File: config.mk
export PLATFORM = sky130hd
export DESIGN_NAME = msi_cap
export DESIGN_NICKNAME = d
export VERILOG_FILES = /design/src/rtl/msi_pkg.sv /design/src/rtl/msi_cfg_regs.sv /design/src/rtl/msi_msg_encode.sv /design/src/rtl/msi_req_ctrl.sv /design/src/rtl/msi_cap.sv
export SDC_FILE = /design/constraint.sdc
export NUM_CORES = 1
export LEC_CHECK = 0
export CORE_UTILIZATION = 49
export DETAILED_ROUTE_END_ITERATION = 12
export HOLD_SLACK_MARGIN = 0.1
export PLACE_DENSITY = 0.78
export REMOVE_ABC_BUFFERS = 1
export SYNTH_ARGS = -nofsm -noshare
export SYNTH_HDL_FRONTEND = slang
export SYNTH_SLANG_ARGS = --single-unit
File: constraint.sdc
create_clock -name clk -period 3.1 [get_ports clk]
set_input_delay 0.465 -clock clk [delete_from_list [all_inputs] [get_ports clk]]
set_output_delay 0.465 -clock clk [all_outputs]
set_load 0.01 [all_outputs]
File: src/rtl/msi_pkg.sv
package msi_pkg;

    localparam logic [7:0] CAP_ID_MSI   = 8'h05;
    localparam int         CTRL_EN_BIT  = 16;
    localparam int         CTRL_K_LSB   = 20;
    localparam int         CTRL_A64_BIT = 23;

    typedef enum logic [2:0] {
        SEL_NONE,
        SEL_CTRL,
        SEL_ADDR_LO,
        SEL_ADDR_HI,
        SEL_DATA
    } reg_sel_e;

    typedef struct packed {
        logic        en;
        logic [2:0]  k;
        logic        a64;
        logic [29:0] lo;
        logic [31:0] hi;
        logic [15:0] data;
    } cap_regs_t;

    typedef struct packed {
        logic        busy;
        logic [63:0] addr;
        logic [31:0] data;
    } req_state_t;

endpackage

File: src/rtl/msi_cfg_regs.sv
module msi_cfg_regs
    import msi_pkg::*;
#(
    parameter int         CFG_AW       = 12,
    parameter int         CAP_BASE     = 'h050,
    parameter logic [7:0] NEXT_PTR     = 8'h68,
    parameter bit         ADDR64_CAP   = 1'b1,
    parameter int         VEC_LOG2_MAX = 5
) (
    input  logic              clk,
    input  logic              rst_n,
    input  logic [CFG_AW-1:0] cfg_addr,
    input  logic              cfg_wen,
    input  logic [31:0]       cfg_wdata,
    output logic [31:0]       cfg_rdata,
    output logic              msi_en,
    output logic [2:0]        vec_k,
    output logic              a64_on,
    output logic [31:0]       addr_lo,
    output logic [31:0]       addr_hi,
    output logic [15:0]       msg_data
);

    localparam logic [CFG_AW-1:0] OFF_CTRL = CFG_AW'(CAP_BASE);
    localparam logic [CFG_AW-1:0] OFF_LO   = CFG_AW'(CAP_BASE + 4);
    localparam logic [CFG_AW-1:0] OFF_W2   = CFG_AW'(CAP_BASE + 8);
    localparam logic [CFG_AW-1:0] OFF_W3   = CFG_AW'(CAP_BASE + 12);
    localparam logic [2:0]        K_MAX    = 3'(VEC_LOG2_MAX);
    localparam logic              A64_W    = ADDR64_CAP;

    cap_regs_t  regs_d, regs_q;
    reg_sel_e   sel;
    logic [2:0] k_req;

    // Offset decode; the third and fourth words move with the addressing mode
    always_comb begin
        sel = SEL_NONE;
        if (cfg_addr == OFF_CTRL) begin
            sel = SEL_CTRL;
        end else if (cfg_addr == OFF_LO) begin
            sel = SEL_ADDR_LO;
        end else if (cfg_addr == OFF_W2) begin
            sel = regs_q.a64 ? SEL_ADDR_HI : SEL_DATA;
        end else if ((cfg_addr == OFF_W3) && regs_q.a64) begin
            sel = SEL_DATA;
        end
    end

    // Next-state computation
    always_comb begin
        regs_d = regs_q;
        k_req  = cfg_wdata[CTRL_K_LSB +: 3];
        if (cfg_wen) begin
            unique case (sel)
                SEL_CTRL: begin
                    regs_d.en  = cfg_wdata[CTRL_EN_BIT];
                    regs_d.k   = (k_req > K_MAX) ? K_MAX : k_req;
                    regs_d.a64 = A64_W & cfg_wdata[CTRL_A64_BIT];
                end
                SEL_ADDR_LO: regs_d.lo   = cfg_wdata[31:2];
                SEL_ADDR_HI: regs_d.hi   = cfg_wdata;
                SEL_DATA:    regs_d.data = cfg_wdata[15:0];
                default: ;
            endcase
        end
    end

    always_ff @(posedge clk or negedge rst_n) begin
        if (!rst_n) begin
            regs_q <= '0;
        end else begin
            regs_q <= regs_d;
        end
    end

    // Read-back mux
    always_comb begin
        unique case (sel)
            SEL_CTRL:    cfg_rdata = {8'h00, regs_q.a64, regs_q.k, 3'b000,
                                      regs_q.en, NEXT_PTR, CAP_ID_MSI};
            SEL_ADDR_LO: cfg_rdata = {regs_q.lo, 2'b00};
            SEL_ADDR_HI: cfg_rdata = regs_q.hi;
            SEL_DATA:    cfg_rdata = {16'h0000, regs_q.data};
            default:     cfg_rdata = '0;
        endcase
    end

    assign msi_en   = regs_q.en;
    assign vec_k    = regs_q.k;
    assign a64_on   = regs_q.a64;
    assign addr_lo  = {regs_q.lo, 2'b00};
    assign addr_hi  = regs_q.hi;
    assign msg_data = regs_q.data;

    // stored grant exponent never exceeds the configured ceiling
    a_r2_k_ceiling: assert property (@(posedge clk) disable iff (!rst_n)
        vec_k <= K_MAX);

    // the lower address always reads Dword aligned
    a_r3_lo_dword: assert property (@(posedge clk) disable iff (!rst_n)
        (cfg_addr == OFF_LO) |-> (cfg_rdata[1:0] == 2'b00));

    // with 64-bit mode off, the third word shows only the 16-bit data
    a_r4_hi_hidden: assert property (@(posedge clk) disable iff (!rst_n)
        (!a64_on && (cfg_addr == OFF_W2)) |-> (cfg_rdata[31:16] == 16'h0000));

    // identity fields are constant whatever is written
    a_r12_ro_ident: assert property (@(posedge clk) disable iff (!rst_n)
        (cfg_addr == OFF_CTRL) |-> (cfg_rdata[15:0] == {NEXT_PTR, CAP_ID_MSI}));

endmodule

File: src/rtl/msi_msg_encode.sv
module msi_msg_encode #(
    parameter int VEC_W = 5
) (
    input  logic [2:0]       vec_k,
    input  logic [VEC_W-1:0] vec,
    input  logic [15:0]      msg_data,
    input  logic             a64_on,
    input  logic [31:0]      addr_lo,
    input  logic [31:0]      addr_hi,
    output logic             vec_ok,
    output logic [31:0]      payload,
    output logic [63:0]      target
);

    localparam int DATA_W = 16;

    logic [DATA_W-1:0] vec_mask;
    logic [DATA_W-1:0] vec_ext;

    // One mask bit per payload bit that the vector may occupy
    for (genvar b = 0; b < DATA_W; b++) begin : g_mask
        if (b < VEC_W) begin : g_live
            assign vec_mask[b] = ({29'd0, vec_k} > 32'(b));
        end else begin : g_dead
            assign vec_mask[b] = 1'b0;
        end
    end

    assign vec_ext = DATA_W'(vec);
    assign vec_ok  = ((32'(vec) >> vec_k) == 32'd0);
    assign payload = {16'h0000, (msg_data & ~vec_mask) | (vec_ext & vec_mask)};
    assign target  = a64_on ? {addr_hi, addr_lo} : {32'h0000_0000, addr_lo};

endmodule

File: src/rtl/msi_req_ctrl.sv
module msi_req_ctrl
    import msi_pkg::*;
(
    input  logic        clk,
    input  logic        rst_n,
    input  logic        irq_stb,
    input  logic        vec_ok,
    input  logic        msi_en,
    input  logic [31:0] payload,
    input  logic [63:0] target,
    input  logic        req_ready,
    output logic        req_valid,
    output logic [63:0] req_addr,
    output logic [31:0] req_data
);

    req_state_t st_d, st_q;
    logic       take;

    always_comb begin
        st_d = st_q;
        take = irq_stb && msi_en && vec_ok && !st_q.busy;
        if (st_q.busy && req_ready) begin
            st_d.busy = 1'b0;
        end
        if (take) begin
            st_d.busy = 1'b1;
            st_d.addr = target;
            st_d.data = payload;
        end
    end

    always_ff @(posedge clk or negedge rst_n) begin
        if (!rst_n) begin
            st_q <= '0;
        end else begin
            st_q <= st_d;
        end
    end

    assign req_valid = st_q.busy;
    assign req_addr  = st_q.addr;
    assign req_data  = st_q.data;

    // pending request holds its contents until accepted
    a_r11_hold: assert property (@(posedge clk) disable iff (!rst_n)
        (req_valid && !req_ready) |=> (req_valid && $stable(req_addr) && $stable(req_data)));

    // an accepted request is withdrawn on the next cycle
    a_r11_drop: assert property (@(posedge clk) disable iff (!rst_n)
        (req_valid && req_ready) |=> !req_valid);

    // a request only starts from an enabled strobe
    a_r7_needs_enable: assert property (@(posedge clk) disable iff (!rst_n)
        $rose(req_valid) |-> ($past(msi_en) && $past(irq_stb)));

    // a request only starts for a granted vector
    a_r9_granted_vec: assert property (@(posedge clk) disable iff (!rst_n)
        $rose(req_valid) |-> $past(vec_ok));

    // target address is Dword aligned
    a_r10_aligned: assert property (@(posedge clk) disable iff (!rst_n)
        req_valid |-> (req_addr[1:0] == 2'b00));

endmodule

File: src/rtl/msi_cap.sv
module msi_cap #(
    parameter int         CFG_AW       = 12,
    parameter int         CAP_BASE     = 'h050,
    parameter logic [7:0] NEXT_PTR     = 8'h68,
    parameter bit         ADDR64_CAP   = 1'b1,
    parameter int         VEC_LOG2_MAX = 5,
    localparam int        VEC_W        = (VEC_LOG2_MAX < 1) ? 1 : VEC_LOG2_MAX
) (
    input  logic              clk,
    input  logic              rst_n,
    input  logic [CFG_AW-1:0] cfg_addr,
    input  logic              cfg_wen,
    input  logic [31:0]       cfg_wdata,
    output logic [31:0]       cfg_rdata,
    input  logic              irq_stb,
    input  logic [VEC_W-1:0]  irq_vec,
    output logic              req_valid,
    input  logic              req_ready,
    output logic [63:0]       req_addr,
    output logic [31:0]       req_data
);

    logic        msi_en;
    logic [2:0]  vec_k;
    logic        a64_on;
    logic [31:0] addr_lo;
    logic [31:0] addr_hi;
    logic [15:0] msg_data;
    logic        vec_ok;
    logic [31:0] payload;
    logic [63:0] target;

    msi_cfg_regs #(
        .CFG_AW      (CFG_AW),
        .CAP_BASE    (CAP_BASE),
        .NEXT_PTR    (NEXT_PTR),
        .ADDR64_CAP  (ADDR64_CAP),
        .VEC_LOG2_MAX(VEC_LOG2_MAX)
    ) u_regs (
        .clk      (clk),
        .rst_n    (rst_n),
        .cfg_addr (cfg_addr),
        .cfg_wen  (cfg_wen),
        .cfg_wdata(cfg_wdata),
        .cfg_rdata(cfg_rdata),
        .msi_en   (msi_en),
        .vec_k    (vec_k),
        .a64_on   (a64_on),
        .addr_lo  (addr_lo),
        .addr_hi  (addr_hi),
        .msg_data (msg_data)
    );

    msi_msg_encode #(
        .VEC_W(VEC_W)
    ) u_enc (
        .vec_k   (vec_k),
        .vec     (irq_vec),
        .msg_data(msg_data),
        .a64_on  (a64_on),
        .addr_lo (addr_lo),
        .addr_hi (addr_hi),
        .vec_ok  (vec_ok),
        .payload (payload),
        .target  (target)
    );

    msi_req_ctrl u_req (
        .clk      (clk),
        .rst_n    (rst_n),
        .irq_stb  (irq_stb),
        .vec_ok   (vec_ok),
        .msi_en   (msi_en),
        .payload  (payload),
        .target   (target),
        .req_ready(req_ready),
        .req_valid(req_valid),
        .req_addr (req_addr),
        .req_data (req_data)
    );

endmodule

==> results.sh, run 1 <==
export IMPL_outcome="finished, final reports clean"
export IMPL_numPortBuffers=164
export IMPL_whs_ns=0.0833
export IMPL_cts_buffers=17
export IMPL_highest_layer="met4"
export IMPL_synthArstFlopShare=1.00
export IMPL_cts_root_buf="clkbuf_16"
export IMPL_ys_ff_latch=162
export IMPL_p_leak_uw=0.00497
export IMPL_finalMaxSlewViolations=0
export IMPL_first_pass_iters=4
export IMPL_layout_nets=779
export IMPL_slew_headroom=0.490
export IMPL_fill_cells=991
export IMPL_synth_seq_area_share=0.576
export IMPL_dpl_hpwl_mm=11.2
export IMPL_start_kind="input port"
export IMPL_antenna_cells=0
export IMPL_drive_above_1_share=0.263
export IMPL_hold_buffers=0
export IMPL_grt_ovfl_total=0
export IMPL_gp_congestion=0.795
export IMPL_hp_class="input port to asynchronous set/reset pin"
export IMPL_fmax_mhz=335
export IMPL_mostFrequentLayoutCell="dfrtp_1"
export IMPL_synth_cell_types=34
export IMPL_cp_arrival_ns=2.52
export IMPL_cts_htree_levels=4
export IMPL_total_power_uw=4370
export IMPL_synthTopCellsByArea="dfrtp_1 58%, mux2_2 16%, mux2i_1 5.4%"
export IMPL_grt_max_degree=85
export IMPL_post_route_period_util=0.962
export IMPL_ir_worst_vdd_uv=318
export IMPL_synthFlopType="dfrtp_1"
export IMPL_die_h_um=122
export IMPL_dpl_cell_area_um2=8980
export IMPL_regToRegStartpoint="u_regs.a64_on"
export IMPL_finalInstanceArea_um2=9640
export IMPL_dr_wl_met3_um=875
export IMPL_reg2regPathDepth=8
export IMPL_tightest_slew_ns=0.765
export IMPL_antenna_found_initial=0
export IMPL_fin_crit_ns=2.98
export IMPL_vias_per_cell=5.26
export IMPL_synth_area_per_cell_um2=13.2
export IMPL_crit_slowest_cell="or4_4"
export IMPL_critPathCaptureType="output port"
export IMPL_grt_setup_unrepaired="false"
export IMPL_row_count=43
export IMPL_core_area_um2=13900
export IMPL_r2r_end="u_regs.addr_hi[6]"
export IMPL_cts_tree="yes"
export IMPL_boundaryPins=183
export IMPL_drc_errors=0
export IMPL_dr_wl_met2_mm=8.72
export IMPL_grtUsageTotal=0.246
export IMPL_syn2layout_area_growth_pct=37.0
export IMPL_drt_met1_wl_mm=7.07
export IMPL_synth_area_um2=7040
export IMPL_crit_chain="clkdlybuf4s50_1 > or4_4 > buf_6 > nor4_4 > bufbuf_16 > buf_6 > buf_4 > a222oi_1 > inv_1 > buf_2"
export IMPL_clk_path_buf_depth=2
export IMPL_crit_path_frequent_cell="buf_6"
export IMPL_ant_nets=0
export IMPL_worst_endpoint_required_ns=2.63
export IMPL_synth_area_leader_cell="dfrtp_1"
export IMPL_clk_latency_ns=0.43
export IMPL_cellPowerDensity_nw_per_um2=453
export IMPL_synthCells=534
export IMPL_clk_pin_slew_worst_paths_ns=0.06
export IMPL_die_w_um=122
export IMPL_cp_max_fo=4
export IMPL_final_cell_mix="162 x dfrtp_1, 127 x clkdlybuf4s50_1, 102 x mux2_2"
export IMPL_ys_warnings_count=0
export IMPL_routed_wirelength_mm=16.9
export IMPL_fin_util=0.692
export IMPL_hold_violations=0
export IMPL_start_util=0.505
export IMPL_fin_skew_ns=0.00774
export IMPL_cts_sinks=162
export IMPL_synth_top_cell_area_share=0.576
export IMPL_grt_pass1_wl_mm=27.1
export IMPL_final_setup_viol_count=0
export IMPL_path_class="input port to output port"
export IMPL_route_vias_total=4829
export IMPL_dieArea_um2=14800
export IMPL_grt_pass1_vias=5196
export IMPL_drtIter0Drc=253
export IMPL_synth_edff_count=0
export IMPL_max_stage_delay_ns=0.46
export IMPL_cap_violations=0
export IMPL_rrSetupSlack_ns=0.89
export IMPL_detail_route_wl_per_cell_um=18.5
stage by stage:
stage | instances | setup TNS (ns) | setup slack [ns]
2_1_floorplan | 504 | -58.83 | -0.472
3_3_place_gp | 872 | -6.24 | -0.239
3_5_place_dp | 872 | -7.19 | -0.277
4_1_cts | 917 | 0 | 0.000229
5_1_grt | 918 | 0 | 0.00221
6_report | 918 | 0 | 0.117
worst max-delay path: cells and delay by family:
kind | cells | cell delay, ns
compound gates | 1 | 0.07
buf+inv | 7 | 1.24
simple gates | 2 | 0.75
synth_stat cells (6+ instances only):
cell type and instances:
mux2_1 30, a22o_1 12, o21ai_0 7, a222oi_1 10, inv_1 50, clkbuf_1 15, a21oi_1 6, dfrtp_1 162
nand2_1 41, mux2i_1 38, mux2_2 102, buf_4 18, buf_2 13
where the power goes:
| part | leakage [µW] | switching, µW | internal (µW) |
|---|---|---|---|
| registers | 0.00209 | 6.34 | 2120 |
| logic | 0.00259 | 96.6 | 90.4 |
| clock network | 0.000288 | 811 | 1240 |
| total | 0.00497 | 914 | 3450 |
logic make-up (layout without fill, tap and decap cells):
kind of cell / count (synthesis) / count (layout) / share of synthesized area
compound gates: 45 / 45 / 0.0516
flops: 162 / 162 / 0.576
buf+inv: 97 / 284 / 0.0637
mux: 170 / 170 / 0.265
simple gates: 58 / 58 / 0.0416
xor+xnor: 1 / 1 / 0.00124
other cells: 1 / 18 / 0.000533
sequential cells by signal, summed over array words and instances, names as in the netlist:
register         cells
u_regs.addr_hi      32
u_req.req_valid      1
u_regs.msi_en        1
u_regs.a64_on        1
u_req.req_data      16
u_regs.vec_k         3
u_regs.addr_lo      30
u_req.req_addr      62
u_regs.msg_data     16
metal layers:
metal  GRT usage  up-vias
li1            -     2198
met1       0.300     2460
met2       0.424      147
met3      0.0524       24
met4       0.100        0
met5           0        -
area by class of cell:
cell class | instances | area, µm² | share of cell area
sequential | 162 | 4050 | 0.421
tap | 180 | 225 | 0.0234
inverter | 50 | 188 | 0.0195
multi-input combinational | 292 | 2630 | 0.273
clock buffer | 21 | 470 | 0.0488
timing repair buffer | 202 | 1960 | 0.203
clock inverter | 11 | 110 | 0.0114
what timing repair did:
action | 4_1_cts | 5_1_grt
buffers inserted | 10 | 1
gates cloned | 3 | 0
pin swaps | 5 | 3
endpoints found under the setup margin | 32 | 13
resized for setup | 78 | 8
worst max-delay path by stage:
stage / slack [ns] / to / start / depth (start not counted)
2_1_floorplan: -0.47 / u_req.req_addr[10] / irq_vec[2] / 4
3_3_place_gp: -0.24 / cfg_rdata[13] / cfg_addr[9] / 7
3_5_place_dp: -0.28 / cfg_rdata[13] / cfg_addr[9] / 7
4_1_cts: 0.0002 / cfg_rdata[27] / cfg_addr[1] / 8
5_1_grt: 0.002 / cfg_rdata[6] / cfg_addr[9] / 10
6_report: 0.12 / cfg_rdata[6] / cfg_addr[9] / 10
Note: power is estimated with default switching activity, not from simulation.
==> inputs of run 2 (changes only) <==
- clock period: 3.1 -> 3.3 ns (I/O delays scaled with it)
==> results.sh, run 2 (synthesized netlist as in run 1, its figures left out) <==
export IMPL_dpl_hpwl_mm=11.3
export IMPL_ir_worst_vdd_uv=350
export IMPL_fill_cells=993
export IMPL_cts_tree="yes"
export IMPL_cts_sinks=162
export IMPL_path_class="input port to output port"
export IMPL_fin_crit_ns=3.18
export IMPL_clk_latency_ns=0.42
export IMPL_cap_violations=0
export IMPL_totalNegativeSetupSlack_ns=0
export IMPL_grt_pass1_vias=5120
export IMPL_grtUsageTotal=0.244
export IMPL_fin_util=0.689
export IMPL_post_route_period_util=0.964
export IMPL_drtIter0Drc=237
export IMPL_worst_endpoint_required_ns=2.80
export IMPL_ant_nets=0
export IMPL_max_stage_delay_ns=0.56
export IMPL_final_cell_mix="162 x dfrtp_1, 131 x clkdlybuf4s50_1, 102 x mux2_2"
export IMPL_row_count=43
export IMPL_start_util=0.505
export IMPL_drive_above_1_share=0.234
export IMPL_cp_max_fo=3
export IMPL_finalMaxSlewViolations=0
export IMPL_mostFrequentLayoutCell="dfrtp_1"
export IMPL_largest_register_ffs=62
export IMPL_crit_slowest_cell="or4_4"
export IMPL_grt_max_degree=85
export IMPL_syn2layout_area_growth_pct=36.4
export IMPL_rrSetupSlack_ns=0.91
export IMPL_grt_pass1_wl_mm=26.9
export IMPL_hold_violations=0
export IMPL_cellPowerDensity_nw_per_um2=431
export IMPL_cts_htree_levels=4
export IMPL_reg2regPathDepth=7
export IMPL_whs_ns=0.112
export IMPL_final_setup_viol_count=0
export IMPL_p_leak_uw=0.00489
export IMPL_regToRegStartpoint="u_regs.a64_on"
export IMPL_core_area_um2=13900
export IMPL_grt_ovfl_total=0
export IMPL_critPathCaptureType="output port"
export IMPL_antenna_cells=0
export IMPL_dieArea_um2=14800
export IMPL_cts_buffers=17
export IMPL_crit_chain="clkdlybuf4s50_1 > or4_4 > buf_4 > nor4_4 > buf_4 > buf_4 > a221o_1 > dlygate4sd2_1"
export IMPL_vias_per_cell=5.38
export IMPL_tightest_slew_ns=0.764
export IMPL_gp_congestion=0.774
export IMPL_die_w_um=122
export IMPL_crit_path_frequent_cell="buf_4"
export IMPL_grt_setup_unrepaired="false"
export IMPL_drc_errors=0
export IMPL_die_h_um=122
export IMPL_start_kind="input port"
export IMPL_clk_path_buf_depth=2
export IMPL_fin_skew_ns=0.0100
export IMPL_crit_family="buffers and inverters"
export IMPL_boundaryPins=183
export IMPL_layout_nets=769
export IMPL_cts_root_buf="clkbuf_16"
export IMPL_route_vias_total=4888
export IMPL_slew_headroom=0.491
export IMPL_path_buf_inv=5
export IMPL_r2r_end="u_regs.addr_hi[19]"
export IMPL_fmax_mhz=314
export IMPL_routed_wirelength_mm=16.9
export IMPL_clk_pin_slew_worst_paths_ns=0.06
export IMPL_cp_arrival_ns=2.69
export IMPL_outcome="finished, final reports clean"
export IMPL_hp_class="input port to asynchronous set/reset pin"
export IMPL_numPortBuffers=164
export IMPL_detail_route_wl_per_cell_um=18.6
export IMPL_first_pass_iters=6
export IMPL_antenna_found_initial=0
run 2: worst max-delay path by stage:
stage                start                 end  depth (start not counted)
3_3_place_gp   cfg_addr[9]       cfg_rdata[13]                          7
6_report       cfg_addr[9]       cfg_rdata[11]                          8
5_1_grt        cfg_addr[9]       cfg_rdata[11]                          8
3_5_place_dp   cfg_addr[9]       cfg_rdata[13]                          7
2_1_floorplan   irq_vec[2]  u_req.req_addr[10]                          4
4_1_cts        cfg_addr[9]       cfg_rdata[23]                          8
run 2: area by class of cell:
type	count	area, µm²	area share
Sequential cell	162	4050	0.422
Clock inverter	10	106	0.0111
Clock buffer	22	484	0.0505
Tap cell	180	225	0.0235
Inverter	50	188	0.0196
Multi-Input combinational cell	292	2630	0.274
Timing Repair Buffer	192	1910	0.199
run 2: worst register-to-register path, delay by kind of cell, from the launching register on:
kind	cells	cell delay (ns)
buffers and inverters	3	0.63
and+or+nand+nor	3	0.55
muxes	1	0.34
DFF	1	0.75
run 2: stage by stage:
stage | instances | power, µW | setup WS (ns) | instance area, µm²
2_1_floorplan | 504 | 2070 | -0.302 | 6840
5_1_grt | 908 | 4270 | 0.0403 | 9600
4_1_cts | 908 | 4170 | 0.000588 | 9590
6_report | 908 | 4130 | 0.118 | 9600
3_5_place_dp | 871 | 2220 | -0.120 | 8990
3_3_place_gp | 871 | 2210 | -0.0969 | 8990
run 2: report_power, final:
part | switching [µW] | internal, µW | total, µW
clock network | 766 | 1190 | 1950
logic | 90.7 | 85.6 | 176
registers | 6.33 | 2000 | 2000
total | 863 | 3270 | 4130
run 2: repair_timing:
action | in CTS | in global routing
hold buffers | 0 | 0
endpoints found under the setup margin | 32 | 2
buffers inserted | 4 | 0
resized for setup | 37 | 2
cloned | 1 | 0
run 2: per-layer routing:
| layer | up-vias | wire (µm) | track usage |
|---|---|---|---|
| li1 | 2175 | - | - |
| met1 | 2504 | 7130 | 0.310 |
| met2 | 182 | 8450 | 0.399 |
| met3 | 27 | 985 | 0.0543 |
| met4 | 0 | 357 | 0.108 |
| met5 | - | 0 | 0 |
==> inputs of run 3 (changes only) <==
- CORE_MARGIN: default -> 1.5
==> results.sh, run 3 (synthesized netlist as in run 1, its figures left out) <==
export IMPL_path_class="input port to output port"
export IMPL_grt_pass1_vias=5089
export IMPL_gp_congestion=0.811
export IMPL_p_int_uw=3410
export IMPL_clk_latency_ns=0.42
export IMPL_crit_slowest_cell="or4_4"
export IMPL_tightest_slew_ns=1.00
export IMPL_hold_buffers=0
export IMPL_cap_violations=0
export IMPL_placedCellCount=874
export IMPL_drtIter0Drc=258
export IMPL_antenna_found_initial=0
export IMPL_clk_path_buf_depth=2
export IMPL_max_stage_delay_ns=0.57
export IMPL_hp_class="input port to asynchronous set/reset pin"
export IMPL_cellPowerDensity_nw_per_um2=442
export IMPL_start_kind="input port"
export IMPL_crit_path_frequent_cell="buf_4"
export IMPL_dpl_hpwl_mm=11.6
export IMPL_fin_util=0.693
export IMPL_crit_chain="clkdlybuf4s50_1 > or4_4 > buf_12 > nor4_4 > buf_4 > buf_4 > a221o_1 > dlygate4sd2_1"
export IMPL_register_area_um2=4050
export IMPL_total_power_uw=4270
export IMPL_start_util=0.505
export IMPL_p_leak_uw=0.00491
export IMPL_row_count=43
export IMPL_final_setup_viol_count=0
export IMPL_layout_nets=775
export IMPL_clk_pin_slew_worst_paths_ns=0.06
export IMPL_grtUsageTotal=0.242
export IMPL_netSwitchingPower_uw=861
export IMPL_drive_above_1_share=0.237
export IMPL_critPathCaptureType="output port"
export IMPL_core_area_um2=13900
export IMPL_finalInstanceArea_um2=9660
export IMPL_cts_tree="yes"
export IMPL_mostFrequentLayoutCell="dfrtp_1"
export IMPL_seq_power_share=0.469
export IMPL_combinationalPowerShare=0.042
export IMPL_cp_arrival_ns=2.69
export IMPL_detail_route_wl_per_cell_um=18.8
export IMPL_p_sw_frac=0.202
export IMPL_routed_wirelength_mm=17.2
export IMPL_largest_register_ffs=62
export IMPL_ant_nets=0
export IMPL_vias_per_cell=5.33
export IMPL_boundaryPins=183
export IMPL_whs_ns=0.196
export IMPL_fmax_mhz=314
export IMPL_power_share_clock=0.489
export IMPL_final_cell_mix="162 x dfrtp_1, 130 x clkdlybuf4s50_1, 102 x mux2_2"
export IMPL_post_route_period_util=0.966
export IMPL_cts_htree_levels=4
export IMPL_grt_setup_unrepaired="false"
export IMPL_dieArea_um2=15100
export IMPL_die_h_um=123
export IMPL_fill_cells=1017
export IMPL_hold_violations=0
export IMPL_dpl_cell_area_um2=8980
export IMPL_grt_pass1_wl_mm=27.2
export IMPL_grt_max_degree=112
export IMPL_numPortBuffers=164
export IMPL_syn2layout_area_growth_pct=37.3
export IMPL_worst_endpoint_required_ns=2.80
export IMPL_cts_buffers=17
export IMPL_antenna_cells=0
export IMPL_finalMaxSlewViolations=0
export IMPL_multi_input_area_um2=2630
export IMPL_drc_errors=0
export IMPL_route_vias_total=4871
export IMPL_first_pass_iters=5
export IMPL_ir_worst_vdd_uv=304
export IMPL_fin_crit_ns=3.19
export IMPL_cp_max_fo=7
export IMPL_slew_headroom=0.334
export IMPL_outcome="finished, final reports clean"
export IMPL_fin_cells=914
export IMPL_cts_sinks=162
export IMPL_fin_skew_ns=0.00816
export IMPL_cts_root_buf="clkbuf_16"
export IMPL_grt_ovfl_total=0
export IMPL_crit_family="buffers and inverters"
export IMPL_die_w_um=123
export IMPL_path_buf_inv=5
run 3: worst paths after layout:
path | from | to | slack, ns | depth (start not counted)
setup / recovery | cfg_addr[9] | cfg_rdata[14] | 0.11 | 8
max in group asynchronous | rst_n | u_regs.addr_lo[12] | 2.19 | 2
setup reg to reg | u_regs.a64_on | u_regs.addr_hi[18] | 1.13 | 8
min in group clk | u_req.req_addr[22] | u_req.req_addr[22] | 0.51 | 1
hold reg to reg | u_req.req_addr[22] | u_req.req_addr[22] | 0.51 | 1
hold / removal | rst_n | u_req.req_addr[48] | 0.20 | 1
run 3: final cells by class:
| type | count | share of cell area |
|---|---|---|
| clock inverters | 9 | 0.0158 |
| multi-input cells | 292 | 0.272 |
| clock buffers | 23 | 0.0495 |
| repair buffers | 198 | 0.200 |
| inverters | 50 | 0.0194 |
| flip-flops and latches | 162 | 0.420 |
| well taps | 180 | 0.0233 |
run 3: worst register-to-register path, cell delays in order (launching register included):
cell      delay (ns)
dfrtp_1         0.35
buf_4           0.24
nand2b_1        0.16
nor4_4          0.30
buf_4           0.19
buf_6           0.15
nand2_2         0.07
buf_4           0.22
mux2_1          0.36
run 3: what timing repair did:
action	4_1_cts	5_1_grt
resized for setup	39	2
hold endpoints to repair	0	0
setup endpoints to repair	32	3
cloned	3	0
setup buffers	5	0
pin swaps	1	0
run 3: power by group through the flow:
stage	Clock, µW	Sequential [µW]	Combinational (µW)
floorplan	0	2040	29.8
CTS	2130	2000	181
finish	2090	2000	178
detailed placement	0	2040	179
global route	2210	2000	198
global placement	0	2040	174
run 3: routing by layer:
layer	up-vias	global-route usage	part of all wire
met1	2458	0.297	0.40
met4	0	0.104	0.028
li1	2199	-	-
met2	178	0.403	0.51
met3	36	0.0623	0.060
met5	-	0	0
run 3: metrics by stage:
stage | TNS [ns] | setup slack, ns
after floorplan | -34.96 | -0.302
after global routing | 0 | 0.0365
after detailed placement | -3.92 | -0.194
final | 0 | 0.112
after global placement | -2.48 | -0.123
after CTS | 0 | 0.0246
